**src/rtl/desc_cond_pkg.sv**
```systemverilog
package desc_cond_pkg;

  localparam int PTR_W      = 32;
  localparam int SEL_W      = 32;
  localparam int STAT_W     = 4;
  localparam int MASK_LSB   = 16;
  localparam int DESC_BYTES = 16;
  localparam int CODE_W     = 2;
  localparam int N_ACTIONS  = 3;
  localparam int COND_W     = CODE_W * N_ACTIONS;

  // action slots; the slot index times CODE_W is the field position in the command word
  localparam int ACT_WAIT = 0;
  localparam int ACT_BR   = 1;
  localparam int ACT_IRQ  = 2;

  typedef enum logic [CODE_W-1:0] {
    CondNever   = 2'b00,
    CondIfTrue  = 2'b01,
    CondIfFalse = 2'b10,
    CondAlways  = 2'b11
  } condCode_e;

  typedef struct packed {
    logic load;
    logic setWait;
    logic takeBranch;
    logic advance;
    logic irqFire;
  } ctrlStrobe_t;

endpackage

```
**src/rtl/desc_cond_decide.sv**
```systemverilog
module desc_cond_decide
  import desc_cond_pkg::*;
#(
  parameter int SEL_BITS  = SEL_W,
  parameter int STAT_BITS = STAT_W,
  parameter int MASK_POS  = MASK_LSB
) (
  input  logic [CODE_W-1:0]    code,
  input  logic [SEL_BITS-1:0]  sel,
  input  logic [STAT_BITS-1:0] status,
  output logic                 act
);

  logic [STAT_BITS-1:0] selMask;
  logic [STAT_BITS-1:0] selValue;
  logic                 condTrue;
  logic                 unusedSelBits;

  assign selMask  = sel[MASK_POS +: STAT_BITS];
  assign selValue = sel[STAT_BITS-1:0];
  assign unusedSelBits = ^{sel[SEL_BITS-1:MASK_POS+STAT_BITS], sel[MASK_POS-1:STAT_BITS]};

  assign condTrue = ((status & selMask) == (selValue & selMask));

  always_comb begin
    unique case (condCode_e'(code))
      CondNever:   act = 1'b0;
      CondIfTrue:  act = condTrue;
      CondIfFalse: act = ~condTrue;
      CondAlways:  act = 1'b1;
      default:     act = 1'b0;
    endcase
  end

endmodule

```
**src/rtl/desc_cond_ctrl.sv**
```systemverilog
module desc_cond_ctrl
  import desc_cond_pkg::*;
#(
  parameter int SEL_BITS  = SEL_W,
  parameter int STAT_BITS = STAT_W
) (
  input  logic                 clk,
  input  logic                 rstN,
  input  logic                 evalValid,
  input  logic [COND_W-1:0]    cmdCond,
  input  logic [SEL_BITS-1:0]  intSel,
  input  logic [SEL_BITS-1:0]  waitSel,
  input  logic [SEL_BITS-1:0]  brSel,
  input  logic [STAT_BITS-1:0] devStatus,
  output ctrlStrobe_t          strobe
);

  logic [SEL_BITS-1:0] selArr [N_ACTIONS];
  logic [N_ACTIONS-1:0] actDecide;

  always_comb begin
    selArr[ACT_WAIT] = waitSel;
    selArr[ACT_BR]   = brSel;
    selArr[ACT_IRQ]  = intSel;
  end

  for (genvar k = 0; k < N_ACTIONS; k++) begin : g_decide
    desc_cond_decide #(
      .SEL_BITS (SEL_BITS),
      .STAT_BITS(STAT_BITS),
      .MASK_POS (MASK_LSB)
    ) u_decide (
      .code  (cmdCond[k*CODE_W +: CODE_W]),
      .sel   (selArr[k]),
      .status(devStatus),
      .act   (actDecide[k])
    );
  end

  logic doWait;
  logic proceed;

  assign doWait  = evalValid & actDecide[ACT_WAIT];
  assign proceed = evalValid & ~actDecide[ACT_WAIT];

  always_comb begin
    strobe            = '0;
    strobe.load       = evalValid;
    strobe.setWait    = doWait;
    strobe.irqFire    = proceed & actDecide[ACT_IRQ];
    strobe.takeBranch = proceed & actDecide[ACT_BR];
    strobe.advance    = proceed & ~actDecide[ACT_BR];
  end

  AST_WAIT_NO_IRQ: assert property (@(posedge clk) disable iff (!rstN)
    strobe.setWait |-> !strobe.irqFire);
  AST_ONE_PTR_ACTION: assert property (@(posedge clk) disable iff (!rstN)
    $onehot0({strobe.setWait, strobe.takeBranch, strobe.advance}));
  AST_STROBE_NEEDS_EVAL: assert property (@(posedge clk) disable iff (!rstN)
    !strobe.load |-> !(strobe.irqFire || strobe.takeBranch || strobe.advance || strobe.setWait));

endmodule

```
**src/rtl/desc_cond_dp.sv**
```systemverilog
module desc_cond_dp
  import desc_cond_pkg::*;
#(
  parameter int PTR_BITS = PTR_W,
  parameter int STEP     = DESC_BYTES
) (
  input  logic                clk,
  input  logic                rstN,
  input  ctrlStrobe_t         strobe,
  input  logic [PTR_BITS-1:0] cmdPtr,
  input  logic [PTR_BITS-1:0] branchTarget,
  output logic                irqPulse,
  output logic                waitFlag,
  output logic [PTR_BITS-1:0] nextPtr,
  output logic                branchTaken
);

  localparam logic [PTR_BITS-1:0] PtrStep = PTR_BITS'(STEP);

  logic [PTR_BITS-1:0] seqPtr;
  assign seqPtr = cmdPtr + PtrStep;

  always_ff @(posedge clk) begin
    if (!rstN) begin
      irqPulse    <= 1'b0;
      waitFlag    <= 1'b0;
      nextPtr     <= '0;
      branchTaken <= 1'b0;
    end else begin
      irqPulse <= strobe.irqFire;
      if (strobe.load) begin
        waitFlag <= strobe.setWait;
      end
      if (strobe.takeBranch) begin
        nextPtr     <= branchTarget;
        branchTaken <= 1'b1;
      end else if (strobe.advance) begin
        nextPtr     <= seqPtr;
        branchTaken <= 1'b0;
      end
    end
  end

  AST_BRANCH_LOAD: assert property (@(posedge clk) disable iff (!rstN)
    strobe.takeBranch |=> (nextPtr == $past(branchTarget)) && branchTaken);
  AST_SEQ_STEP: assert property (@(posedge clk) disable iff (!rstN)
    strobe.advance |=> (nextPtr == $past(cmdPtr) + PtrStep) && !branchTaken);
  AST_WAIT_FREEZE: assert property (@(posedge clk) disable iff (!rstN)
    strobe.setWait |=> $stable(nextPtr) && $stable(branchTaken) && waitFlag && !irqPulse);
  AST_IRQ_ONE_CYCLE: assert property (@(posedge clk) disable iff (!rstN)
    !strobe.irqFire |=> !irqPulse);
  AST_WAIT_HOLD: assert property (@(posedge clk) disable iff (!rstN)
    !strobe.load |=> $stable(waitFlag) && $stable(nextPtr));

endmodule

```
**src/rtl/desc_cond_unit.sv**
```systemverilog
module desc_cond_unit
  import desc_cond_pkg::*;
(
  input  logic              clk,
  input  logic              rstN,
  input  logic              evalValid,
  input  logic [COND_W-1:0] cmdCond,
  input  logic [SEL_W-1:0]  intSel,
  input  logic [SEL_W-1:0]  waitSel,
  input  logic [SEL_W-1:0]  brSel,
  input  logic [STAT_W-1:0] devStatus,
  input  logic [PTR_W-1:0]  cmdPtr,
  input  logic [PTR_W-1:0]  branchTarget,
  output logic              irqPulse,
  output logic              waitFlag,
  output logic [PTR_W-1:0]  nextPtr,
  output logic              branchTaken
);

  ctrlStrobe_t strobe;

  desc_cond_ctrl #(
    .SEL_BITS (SEL_W),
    .STAT_BITS(STAT_W)
  ) u_ctrl (
    .clk      (clk),
    .rstN     (rstN),
    .evalValid(evalValid),
    .cmdCond  (cmdCond),
    .intSel   (intSel),
    .waitSel  (waitSel),
    .brSel    (brSel),
    .devStatus(devStatus),
    .strobe   (strobe)
  );

  desc_cond_dp #(
    .PTR_BITS(PTR_W),
    .STEP    (DESC_BYTES)
  ) u_dp (
    .clk         (clk),
    .rstN        (rstN),
    .strobe      (strobe),
    .cmdPtr      (cmdPtr),
    .branchTarget(branchTarget),
    .irqPulse    (irqPulse),
    .waitFlag    (waitFlag),
    .nextPtr     (nextPtr),
    .branchTaken (branchTaken)
  );

endmodule

```
**config.mk**
```make
export PLATFORM = sky130hd
export DESIGN_NAME = desc_cond_unit
export DESIGN_NICKNAME = d
export VERILOG_FILES = /design/src/rtl/desc_cond_pkg.sv /design/src/rtl/desc_cond_decide.sv /design/src/rtl/desc_cond_ctrl.sv /design/src/rtl/desc_cond_dp.sv /design/src/rtl/desc_cond_unit.sv
export SDC_FILE = /design/constraint.sdc
export NUM_CORES = 1
export LEC_CHECK = 0
export BUFFER_PORTS_ARGS = -buffer_cell sky130_fd_sc_hd__buf_4
export CAP_MARGIN = 20
export CORE_ASPECT_RATIO = 0.5
export CORE_MARGIN = 10
export CORE_UTILIZATION = 30
export DETAILED_ROUTE_END_ITERATION = 7
export PLACE_DENSITY = 0.66
export REMOVE_ABC_BUFFERS = 1
export SYNTH_ARGS = -nofsm -noshare
export SYNTH_HDL_FRONTEND = slang
export SYNTH_SLANG_ARGS = --single-unit
```
**constraint.sdc**
```tcl
create_clock -name clk -period 5.1 [get_ports clk]
set_clock_uncertainty 0.05 [all_clocks]
set_input_delay 0.51 -clock clk [delete_from_list [all_inputs] [get_ports clk]]
set_output_delay 0.51 -clock clk [all_outputs]
set_load 0.01 [all_outputs]
```
==> PnR_summary.wiki, run 1 <==
{| class="wikitable"
! Metric !! Value
|-
| Synthesized-area fraction occupied by and/or/nand/nor cells || 0.237
|-
| Destination of the worst hold path || u_dp.nextPtr[30]
|-
| PostCTS Resize Cnt || 0
|-
| Setup Crit Path Kind || primary input to flip-flop
|-
| Final worst-path setup slack || 2700 ps
|-
| Max Fanout on Critical Path || 16
|-
| Number of iterations in the first detailed-routing pass || 4
|-
| Number of I/O port buffers || 135
|-
| Number of placed I/O pins || 208
|-
| Xor-xnor portion of the synthesized cell area || 0.0870
|-
| Number of distinct library cells after synthesis || 44
|-
| Initial Util || 0.305
|-
| Number of DRC violations after detailed-routing iteration 0 || 97
|-
| Critical path launch point type || primary input
|-
| Dominant combinational cell family by area after synthesis || compound AO/OA/AOI/OAI gates
|-
| Via count || 2781
|-
| Proportion of netlist area held by the largest area contributor || 0.290
|-
| Peak ir drop on the vdd network || 125 uV
|-
| Avg Vias per Cell || 5.19
|-
| Dominant cell type by area after synthesis || sky130_fd_sc_hd__dfxtp_1
|-
| Worst hold start || u_dp.nextPtr[30]
|-
| List of most frequent post-synthesis cells || 35 x sky130_fd_sc_hd__dfxtp_1, 26 x sky130_fd_sc_hd__a21oi_1, 26 x sky130_fd_sc_hd__o32ai_1
|-
| Share of flip-flops with an asynchronous set or reset || 0
|-
| Static leakage power || 1.50 nW
|-
| Critical path's slowest cell || sky130_fd_sc_hd__nand4_1
|-
| Critical Path, Cell by Cell || buf_4, ha_1, and2_2, nand4_1, o31a_1, nor4_1, o32ai_1
|-
| Post-route ant nets || 0
|-
| TNS Setup || 0 ps
|-
| Share of cells above drive strength 1 || 0.363
|-
| Worst path required time || 5190 ps
|-
| Placeable Area || 7910 sq um
|-
| Switching Fraction || 0.302
|-
| Psw || 0.273 mW
|-
| Design internal power || 0.633 mW
|-
| Worst Path Buf+Inv || 1
|-
| Share of total power in combinational logic || 0.311
|-
| Initial antenna violation count || 0
|-
| Post-CTS setup-driven buffer insertion count || 0
|-
| Total standard cell area after synthesis || 2420 sq um
|-
| Vias in the first global route || 2793
|-
| Pin count of the biggest net entering global routing || 34
|-
| Remaining routing DRC violations || 0
|-
| FP Rows || 23
|-
| Horizontal extent of the die || 147 um
|-
| Most frequently used cell type in the post-synthesis netlist || sky130_fd_sc_hd__dfxtp_1
|-
| Top post-synthesis cells by area || sky130_fd_sc_hd__dfxtp_1 29%, sky130_fd_sc_hd__o32ai_1 9.4%, sky130_fd_sc_hd__xor2_1 6.5%
|-
| Delay of the slowest cell on the worst path || 570 ps
|-
| Synthesis-to-layout area growth || 49.5%
|-
| Slew at the pin closest to its max-slew limit || 707 ps
|-
| Post-detailed-placement half-perimeter wirelength || 7130 um
|-
| Worst setup slack before clock tree synthesis || 2410 ps
|-
| Portion of total power attributed to the clock network || 0.342
|-
| Number of nets in the finished design || 598
|-
| Weighted congestion reported at the end of routability-driven placement || 0.768
|-
| Tot GR Track Use || 0.142
|-
| Post-synth EDFFs || 0
|-
| Post-Route WL || 9240 um
|-
| Fill cells || 835
|-
| Max Slew Vio Count || 0
|-
| GR Overflow Total || 0
|-
| Minimum period implied by the final worst setup slack || 2400 ps
|-
| Setup-violating endpoint count in the final report || 0
|-
| Clock Sink Count || 35
|-
| Result of the run || completed
|-
| Cell family with the largest share of critical-path delay || simple AND/OR/NAND/NOR gates
|-
| Hold Crit Class || flip-flop to flip-flop
|-
| Full die area || 12300 sq um
|-
| Number of storage elements in the synthesis netlist || 35
|-
| Adder-cell share of the synthesized area || 0.00518
|-
| Share of synthesized area occupied by flip-flops and latches || 0.290
|-
| CP endpoint kind || flip-flop
|-
| Worst reg2reg endpoint || u_dp.branchTaken
|-
| Worst max-slew margin expressed relative to the limit || 0.527
|-
| Clock buffers created by TritonCTS || 5
|-
| Top flip-flop cell by instance count after synthesis || sky130_fd_sc_hd__dfxtp_1
|-
| Register-to-Register Path Depth || 2
|-
| Average footprint of a synthesized cell || 7.95 sq um
|-
| Clock-pin transition on the worst setup and hold timing paths || 60 ps
|-
| Hold-critical path depth || 2
|-
| Buffer depth of the longest clock path || 2
|-
| Antenna diode instance count || 0
|-
| Number of hold buffers added after CTS || 0
|-
| Total number of H-tree levels || 2
|-
| Share of the clock period used by the worst path || 0.470
|-
| Max Clk Rate || 417 MHz
|-
| Post-DR wirelength/cell || 17.2 um
|-
| DIE HEIGHT || 83.5 um
|-
| Global-route wire length before repair || 14600 um
|-
| Share of power burned in registers || 0.347
|-
| Number of warning messages in the yosys log || 0
|-
| Signal arrival time at the worst endpoint || 2480 ps
|-
| Clock latency reported for the late side of the worst-skew pair || 280 ps
|-
| Hold Violations, Final || 0
|-
| RSZ-0062 raised after global routing || no
|-
| Synthesized netlist cell count || 304
|-
| TritonCTS clock tree || built
|-
| Reg-to-reg startpoint || u_dp.branchTaken
|-
| Max-cap violations || 0
|-
| Complex-gate fraction of the synthesized area || 0.287
|-
| Mux contribution to synthesized area || 0.00414
|-
| Internal reg-to-reg setup slack || 4330 ps
|-
| Cell Pwr Density || 251 nW/um^2
|-
| Clk Tree Root Cell || sky130_fd_sc_hd__clkbuf_16
|}
## state kept, by name, indices dropped and copies added (netlist names)
name / count
u_dp.nextPtr: 32
u_dp.branchTaken: 1
u_dp.waitFlag: 1
u_dp.irqPulse: 1
## worst max-delay path by stage
stage / startpoint / to / slack (ps) / depth (start not counted)
CTS: cmdPtr[4] / u_dp.nextPtr[28] / 2700 / 7
finish: cmdPtr[4] / u_dp.nextPtr[28] / 2700 / 7
detailed placement: cmdPtr[4] / u_dp.nextPtr[28] / 2410 / 7
global route: cmdPtr[4] / u_dp.nextPtr[28] / 2450 / 7
global placement: cmdPtr[4] / u_dp.nextPtr[28] / 2380 / 7
floorplan: brSel[3] / u_dp.nextPtr[0] / 2580 / 5
## routing by layer
layer | up-vias | track usage | routed length, um
met5 | - | 0 | 0
met4 | 0 | 0.0331 | 113
met3 | 8 | 0.0433 | 547
met2 | 76 | 0.246 | 4470
met1 | 1284 | 0.168 | 4110
li1 | 1413 | - | -
## power groups by stage
stage | clock network [mW] | logic [mW] | registers [mW]
after CTS | 0.314 | 0.286 | 0.315
after floorplan | 0 | 0.118 | 0.332
final | 0.310 | 0.281 | 0.315
after detailed placement | 0 | 0.285 | 0.320
after global routing | 0.327 | 0.309 | 0.318
after global placement | 0 | 0.281 | 0.320
## cell families (layout without fill, tap and decap cells)
logic type | count (synthesis) | count (layout)
and+or+nand+nor | 99 | 99
AOI/OAI and AO/OA | 96 | 96
buffers and inverters | 48 | 168
DFF | 35 | 35
xor gates and xnor gates | 24 | 24
adders and majority gates | 1 | 1
muxes | 1 | 1
## worst reg2reg max path: cells and delay by family (launching register included)
kind            cells  cell delay (ps)
flops               1              340
compound gates      2              290
## cells in the final DEF, fill, tap and decap left out, types with 3 or more instances in the layout
| cell | n |
|---|---|
| sky130_fd_sc_hd__o21ai_0 | 6 |
| sky130_fd_sc_hd__clkbuf_16 | 5 |
| sky130_fd_sc_hd__nand4_1 | 6 |
| sky130_fd_sc_hd__nand2_1 | 16 |
| sky130_fd_sc_hd__a311oi_1 | 7 |
| sky130_fd_sc_hd__nor4_1 | 24 |
| sky130_fd_sc_hd__and3_1 | 7 |
| sky130_fd_sc_hd__xnor2_1 | 6 |
| sky130_fd_sc_hd__a21oi_1 | 26 |
| sky130_fd_sc_hd__nor3_1 | 17 |
| sky130_fd_sc_hd__inv_1 | 23 |
| sky130_fd_sc_hd__xor2_1 | 18 |
| sky130_fd_sc_hd__nand3_1 | 12 |
| sky130_fd_sc_hd__a22oi_1 | 4 |
| sky130_fd_sc_hd__buf_4 | 138 |
| sky130_fd_sc_hd__a31oi_1 | 7 |
| sky130_fd_sc_hd__o21a_1 | 4 |
| sky130_fd_sc_hd__nor2_1 | 5 |
| sky130_fd_sc_hd__o32ai_1 | 26 |
| sky130_fd_sc_hd__and4_1 | 3 |
| sky130_fd_sc_hd__dfxtp_1 | 35 |
| sky130_fd_sc_hd__o31a_1 | 8 |
## final cells by class
class	instances	area, sq um	area share
multi-input cells	221	1500	0.416
repair buffers	138	1040	0.287
flip-flops and latches	35	701	0.194
well taps	112	140	0.0388
clock buffers	6	139	0.0385
inverters	23	86.3	0.0239
clock inverters	1	5.00	0.00139
## stage by stage
stage	cells	util	power [mW]	hold WS, ps	instance area, sq um
2_1_floorplan	279	-	0.450	427	2290
3_5_place_dp	529	0.438	0.606	396	3470
6_report	536	0.456	0.906	404	3610
5_1_grt	536	0.456	0.954	420	3610
3_3_place_gp	529	0.438	0.601	393	3470
4_1_cts	536	0.456	0.914	405	3610
No activity file was read; power rests on OpenSTA's default activity.
==> run 2, diff against run 1 <==
ABC_AREA = 1   (was not set)
PLACE_DENSITY = 0.65   (was 0.66)
clock period = 2 ns   (was 5.1 ns; I/O delays follow)
==> run 2 against run 1 <==
Compared with the run above: non-clock buffer count rose by 1; utilization decreased by 0.19 points; power increased to 2.5 times the previous value.
==> PnR_summary.wiki, run 2 <==
{| class="wikitable"
! Metric !! Value
|-
| Average footprint of a synthesized cell || 5.82 sq um
|-
| Post-detailed-placement half-perimeter wirelength || 8290 um
|-
| Critical path's slowest cell || sky130_fd_sc_hd__nor2_1
|-
| Portion of total power attributed to the clock network || 0.333
|-
| Cell family with the largest share of critical-path delay || simple AND/OR/NAND/NOR gates
|-
| Antenna diode instance count || 0
|-
| Peak ir drop on the vdd network || 263 uV
|-
| Most frequent standard cell in the layout excluding fill and tap cells || sky130_fd_sc_hd__nand2_1
|-
| Delay of the slowest cell on the worst path || 250 ps
|-
| Switching Fraction || 0.318
|-
| Psw || 0.729 mW
|-
| Total standard cell area after synthesis || 2750 sq um
|-
| Minimum period implied by the final worst setup slack || 1460 ps
|-
| Remaining routing DRC violations || 0
|-
| Setup-violating endpoint count in the final report || 0
|-
| Initial Util || 0.312
|-
| Cell Pwr Density || 574 nW/um^2
|-
| Final core utilization || 0.454
|-
| Weighted congestion reported at the end of routability-driven placement || 0.902
|-
| Worst Path Buf+Inv || 1
|-
| Vias in the first global route || 3109
|-
| Max Clk Rate || 686 MHz
|-
| Tot GR Track Use || 0.144
|-
| Clock-pin transition on the worst setup and hold timing paths || 60 ps
|-
| Number of I/O port buffers || 135
|-
| GR Overflow Total || 0
|-
| Initial antenna violation count || 0
|-
| Most flop-heavy register || u_dp.nextPtr
|-
| Hold Violations, Final || 0
|-
| Setup Crit Path Kind || primary input to flip-flop
|-
| Area of all placed cells without fillers || 4000 sq um
|-
| Via count || 3282
|-
| Max Slew Vio Count || 0
|-
| Avg Vias per Cell || 4.52
|-
| Number of hold buffers added after CTS || 0
|-
| Post-route met1 wirelength || 4690 um
|-
| Critical path launch point type || primary input
|-
| DIE HEIGHT || 87.6 um
|-
| Max reg flops || 32
|-
| Number of warning messages in the yosys log || 0
|-
| Met3 routed WL || 542 um
|-
| Global-route wire length before repair || 16200 um
|-
| Share of cells above drive strength 1 || 0.284
|-
| Number of iterations in the first detailed-routing pass || 5
|-
| Signal arrival time at the worst endpoint || 1630 ps
|-
| Post-route ant nets || 0
|-
| RSZ-0062 raised after global routing || no
|-
| Post-Place Cell Area || 3860 sq um
|-
| Number of placed I/O pins || 208
|-
| Synthesis-to-layout area growth || 45.6%
|-
| Post-synth EDFFs || 0
|-
| Worst max-slew margin expressed relative to the limit || 0.715
|-
| Placeable Area || 8800 sq um
|-
| Clock latency reported for the late side of the worst-skew pair || 280 ps
|-
| CP endpoint kind || flip-flop
|-
| Number of nets in the finished design || 782
|-
| Max-cap violations || 0
|-
| Full die area || 13600 sq um
|-
| Number of storage elements in the synthesis netlist || 35
|-
| Buffer depth of the longest clock path || 2
|-
| Share of synthesized area occupied by flip-flops and latches || 0.255
|-
| Fill cells || 933
|-
| List of most frequent post-synthesis cells || 193 x sky130_fd_sc_hd__nand2_1, 69 x sky130_fd_sc_hd__nor2_1, 54 x sky130_fd_sc_hd__nand3_1
|-
| Worst setup slack before clock tree synthesis || 242 ps
|-
| Max Fanout on Critical Path || 4
|-
| Pin count of the biggest net entering global routing || 29
|-
| Top post-synthesis cells by area || sky130_fd_sc_hd__nand2_1 26%, sky130_fd_sc_hd__dfxtp_1 26%, sky130_fd_sc_hd__nand3_1 9.8%
|-
| Clk Tree Root Cell || sky130_fd_sc_hd__clkbuf_16
|-
| Total number of H-tree levels || 2
|-
| PostCTS Resize Cnt || 0
|-
| Hold Crit Class || primary input to flip-flop
|-
| Final worst-path setup slack || 543 ps
|-
| Post-Route WL || 10100 um
|-
| TNS Setup || 0 ps
|-
| Static leakage power || 2.19 nW
|-
| Top layer in use || met4
|-
| FP Rows || 24
|-
| Proportion of netlist area held by the largest area contributor || 0.264
|-
| Clock buffers created by TritonCTS || 5
|-
| Dominant cell type by area after synthesis || sky130_fd_sc_hd__nand2_1
|-
| Design internal power || 1.57 mW
|-
| Top flip-flop cell by instance count after synthesis || sky130_fd_sc_hd__dfxtp_1
|-
| Horizontal extent of the die || 155 um
|-
| Critical Path, Cell by Cell || buf_4, ha_1, nand3_1, nor2_1, nand4_1, nor2_1, nand3_1, nand3_1, nand3_1, nand2_1
|-
| Most frequently used cell type in the post-synthesis netlist || sky130_fd_sc_hd__nand2_1
|-
| Placed insts || 718
|-
| Wire length on met2 || 4810 um
|-
| Number of distinct library cells after synthesis || 30
|-
| TritonCTS clock tree || built
|-
| Post-CTS setup-driven buffer insertion count || 0
|-
| Share of the clock period used by the worst path || 0.729
|-
| Share of power burned in registers || 0.346
|-
| Commonest cells after routing, fill and taps aside || 193 x sky130_fd_sc_hd__nand2_1, 138 x sky130_fd_sc_hd__buf_4, 69 x sky130_fd_sc_hd__nor2_1, 54 x sky130_fd_sc_hd__nand3_1, 37 x sky130_fd_sc_hd__inv_1
|-
| Share of total power in combinational logic || 0.321
|-
| Final Non-Filler Cells || 726
|-
| Result of the run || completed
|-
| Most frequent cell on the critical path || sky130_fd_sc_hd__nand3_1
|-
| Post-DR wirelength/cell || 13.9 um
|-
| Worst path required time || 2180 ps
|-
| Synthesized netlist cell count || 472
|-
| Pwr Total || 2.30 mW
|-
| Minimum hold slack || 140 ps
|-
| Share of flip-flops with an asynchronous set or reset || 0
|-
| Number of DRC violations after detailed-routing iteration 0 || 228
|-
| Slew at the pin closest to its max-slew limit || 425 ps
|-
| Clock Sink Count || 35
|}
## run 2: tightest hold or removal path: cells and delay by family
kind                   cells  cell delay, ps
buffers and inverters      1             110
and+or+nand+nor            1              50
AOI/OAI and AO/OA          1              60
## run 2: area by class of cell
cell class,count,area [sq um],area share
multi-input cells,384,1790,0.448
repair buffers,139,1060,0.264
flip-flops and latches,35,701,0.175
inverters,43,164,0.0410
well taps,117,146,0.0366
clock buffers,6,129,0.0322
clock inverters,2,12.5,0.00313
## run 2: worst paths after layout
check                   start               end  slack (ps)  cells past startpoint
min                cmdCond[5]     u_dp.irqPulse         140                      3
min reg2reg   u_dp.nextPtr[8]   u_dp.nextPtr[8]         400                      2
max                 cmdPtr[4]  u_dp.nextPtr[24]         540                     10
max reg2reg  u_dp.nextPtr[19]  u_dp.nextPtr[19]        1300                      2
## run 2: logic make-up (layout without fill, tap and decap cells)
group / after synthesis / after routing / share of synthesized area
and+or+nand+nor: 354 / 354 / 0.574
buffers and inverters: 53 / 190 / 0.0930
xor gates and xnor gates: 15 / 15 / 0.0479
DFF: 35 / 35 / 0.255
adders and majority gates: 1 / 1 / 0.00456
AOI/OAI and AO/OA: 14 / 14 / 0.0255
## run 2: power by group through the flow
| stage | Sequential (mW) | Combinational [mW] | Clock (mW) |
|---|---|---|---|
| finish | 0.795 | 0.737 | 0.764 |
| floorplan | 0.838 | 0.318 | 0 |
| global route | 0.803 | 0.826 | 0.833 |
| CTS | 0.795 | 0.743 | 0.787 |
| detailed placement | 0.809 | 0.742 | 0 |
| global placement | 0.807 | 0.736 | 0 |
## run 2: layer usage
| metal | GRT usage | vias to the layer above |
|---|---|---|
| li1 | - | 1749 |
| met1 | 0.185 | 1453 |
| met2 | 0.245 | 74 |
| met3 | 0.0294 | 6 |
| met4 | 0.0304 | 0 |
| met5 | 0 | - |
==> run 3, diff against run 2 <==
PLACE_DENSITY = not set   (was 0.65)
clock period = 1.39 ns   (was 2 ns; I/O delays follow)
==> run 3 against run 2 <==
Compared with the run above: register-to-register slack lost 610 ps; sequential power up 43%; final cell count is 7.4% higher; sequential share of layout area shrank 1.8 points; clock power increased by 48%; flip-flop and latch count is the same; utilization rose by 5.3 points; via count is 3.2% higher; global-route usage increased by 0.60 points; hold slack lost 80 ps; critical path type unchanged; critical endpoint is now u_dp.nextPtr[26]; largest cell class unchanged.
==> PnR_summary.wiki, run 3 (synthesis gave the netlist of run 2 again) <==
{| class="wikitable"
! Metric !! Value
|-
| Result of the run || completed
|-
| Weighted congestion reported at the end of routability-driven placement || 0.894
|-
| Max Fanout on Critical Path || 4
|-
| Clock latency reported for the late side of the worst-skew pair || 280 ps
|-
| Final core utilization || 0.508
|-
| Most frequent cell on the critical path || sky130_fd_sc_hd__nand2_1
|-
| Delay of the slowest cell on the worst path || 170 ps
|-
| Worst max-slew margin expressed relative to the limit || 0.816
|-
| Cell Pwr Density || 780 nW/um^2
|-
| Via count || 3387
|-
| Most flop-heavy register || u_dp.nextPtr
|-
| Setup-violating endpoint count in the final report || 0
|-
| Worst path required time || 1530 ps
|-
| Final worst-path setup slack || 170 ps
|-
| Clk Tree Root Cell || sky130_fd_sc_hd__clkbuf_16
|-
| GR Overflow Total || 0
|-
| Signal arrival time at the worst endpoint || 1360 ps
|-
| Share of cells above drive strength 1 || 0.344
|-
| Hold Violations, Final || 0
|-
| Max Clk Rate || 820 MHz
|-
| Critical path launch point type || primary input
|-
| Placeable Area || 8800 sq um
|-
| Critical Path, Cell by Cell || buf_4, ha_1, nand3_1, nor2_2, nand2_1, nor3_1, buf_4, nand2_1, nand2_1, nand3_1, nand2_1, nand2_1
|-
| TritonCTS clock tree || built
|-
| Full die area || 13600 sq um
|-
| Static leakage power || 2.47 nW
|-
| Minimum hold slack || 60.5 ps
|-
| Clock buffers created by TritonCTS || 5
|-
| Max-cap violations || 0
|-
| Remaining routing DRC violations || 0
|-
| Number of I/O port buffers || 135
|-
| Number of nets in the finished design || 836
|-
| Portion of total power attributed to the clock network || 0.323
|-
| Slew at the pin closest to its max-slew limit || 276 ps
|-
| Synthesis-to-layout area growth || 62.8%
|-
| Critical path's slowest cell || sky130_fd_sc_hd__nor2_2
|-
| Share of the clock period used by the worst path || 0.878
|-
| Post-detailed-placement half-perimeter wirelength || 8700 um
|-
| Commonest cells after routing, fill and taps aside || 193 x sky130_fd_sc_hd__nand2_1, 187 x sky130_fd_sc_hd__buf_4, 68 x sky130_fd_sc_hd__nor2_1, 54 x sky130_fd_sc_hd__nand3_1, 37 x sky130_fd_sc_hd__inv_1
|-
| Hold Crit Class || primary input to flip-flop
|-
| Max reg flops || 32
|-
| Area of all placed cells without fillers || 4470 sq um
|-
| Number of iterations in the first detailed-routing pass || 4
|-
| Post-CTS setup-driven buffer insertion count || 0
|-
| CP endpoint kind || flip-flop
|-
| Minimum period implied by the final worst setup slack || 1220 ps
|-
| Fill cells || 955
|-
| Total number of H-tree levels || 2
|-
| FP Rows || 24
|-
| Initial antenna violation count || 0
|-
| Placed insts || 772
|-
| Post-DR wirelength/cell || 13.5 um
|-
| Horizontal extent of the die || 155 um
|-
| Worst setup slack before clock tree synthesis || -190 ps
|-
| Clock-pin transition on the worst setup and hold timing paths || 60 ps
|-
| Vias in the first global route || 3347
|-
| Post-Route WL || 10500 um
|-
| Share of total power in combinational logic || 0.349
|-
| Peak ir drop on the vdd network || 436 uV
|-
| Worst Path Buf+Inv || 2
|-
| Clock Sink Count || 35
|-
| Final Non-Filler Cells || 780
|-
| Avg Vias per Cell || 4.34
|-
| DIE HEIGHT || 87.6 um
|-
| Pin count of the biggest net entering global routing || 25
|-
| Max Slew Vio Count || 0
|-
| Global-route wire length before repair || 16800 um
|-
| Share of power burned in registers || 0.328
|-
| Antenna diode instance count || 0
|-
| RSZ-0062 raised after global routing || no
|-
| Post-route ant nets || 0
|-
| Most frequent standard cell in the layout excluding fill and tap cells || sky130_fd_sc_hd__nand2_1
|-
| Buffer depth of the longest clock path || 2
|-
| Cell family with the largest share of critical-path delay || simple AND/OR/NAND/NOR gates
|-
| Design internal power || 2.38 mW
|-
| Number of DRC violations after detailed-routing iteration 0 || 139
|-
| Switching Fraction || 0.316
|-
| Post-Place Cell Area || 4320 sq um
|-
| Tot GR Track Use || 0.150
|-
| Setup Crit Path Kind || primary input to flip-flop
|-
| Initial Util || 0.312
|-
| Number of placed I/O pins || 208
|-
| Psw || 1.10 mW
|}
-- run 3: cell types whose count changed in the layout (fill, tap and decap cells not counted) --
cell	change
sky130_fd_sc_hd__buf_12	+5
sky130_fd_sc_hd__buf_4	+49
sky130_fd_sc_hd__nor2_1	-1
sky130_fd_sc_hd__nor2_2	+1
-- run 3: worst paths after layout --
kind                            cells past startpoint  slack (ps)        startpoint                to
worst max-delay path                               12         170         cmdPtr[5]  u_dp.nextPtr[26]
worst max register to register                      2         690  u_dp.nextPtr[17]  u_dp.nextPtr[17]
worst min-delay path                                3          60        cmdCond[5]     u_dp.irqPulse
worst min register to register                      2         400   u_dp.nextPtr[7]   u_dp.nextPtr[7]
-- run 3: layer usage --
layer	vias up	routed length, um	track usage
met5	-	0	0
met1	1456	5030	0.188
li1	1852	-	-
met4	0	88	0.0338
met2	73	4900	0.256
met3	6	499	0.0362
-- run 3: tightest hold or removal path, stage by stage --
cell and delay [ps]:
sky130_fd_sc_hd__buf_4 110, sky130_fd_sc_hd__nand2_1 50, sky130_fd_sc_hd__a21oi_1 50
-- run 3: what timing repair did --
action,CTS,global route
hold buffers,0,0
endpoints found under the setup margin,0,3
resized for setup,0,1
-- run 3: area by class of cell --
| type | count | area [sq um] | area share |
|---|---|---|---|
| Multi-Input combinational cell | 384 | 1790 | 0.401 |
| Timing Repair Buffer | 193 | 1520 | 0.341 |
| Sequential cell | 35 | 701 | 0.157 |
| Inverter | 43 | 164 | 0.0367 |
| Tap cell | 117 | 146 | 0.0328 |
| Clock buffer | 6 | 129 | 0.0288 |
| Clock inverter | 2 | 12.5 | 0.00280 |
-- run 3: power by group through the flow --
| stage | Combinational (mW) | Clock [mW] | Sequential [mW] |
|---|---|---|---|
| 2_1_floorplan | 0.458 | 0 | 1.21 |
| 4_1_cts | 1.23 | 1.16 | 1.14 |
| 3_3_place_gp | 1.21 | 0 | 1.16 |
| 6_report | 1.21 | 1.13 | 1.14 |
| 5_1_grt | 1.34 | 1.21 | 1.16 |
| 3_5_place_dp | 1.22 | 0 | 1.17 |
-- run 3: per-stage QoR --
step	total power, mW	setup TNS [ps]
after floorplan	1.66	-20.1
after detailed placement	2.39	-1860
after global placement	2.37	-1530
after CTS	3.54	0
after global routing	3.71	0
final	3.49	0
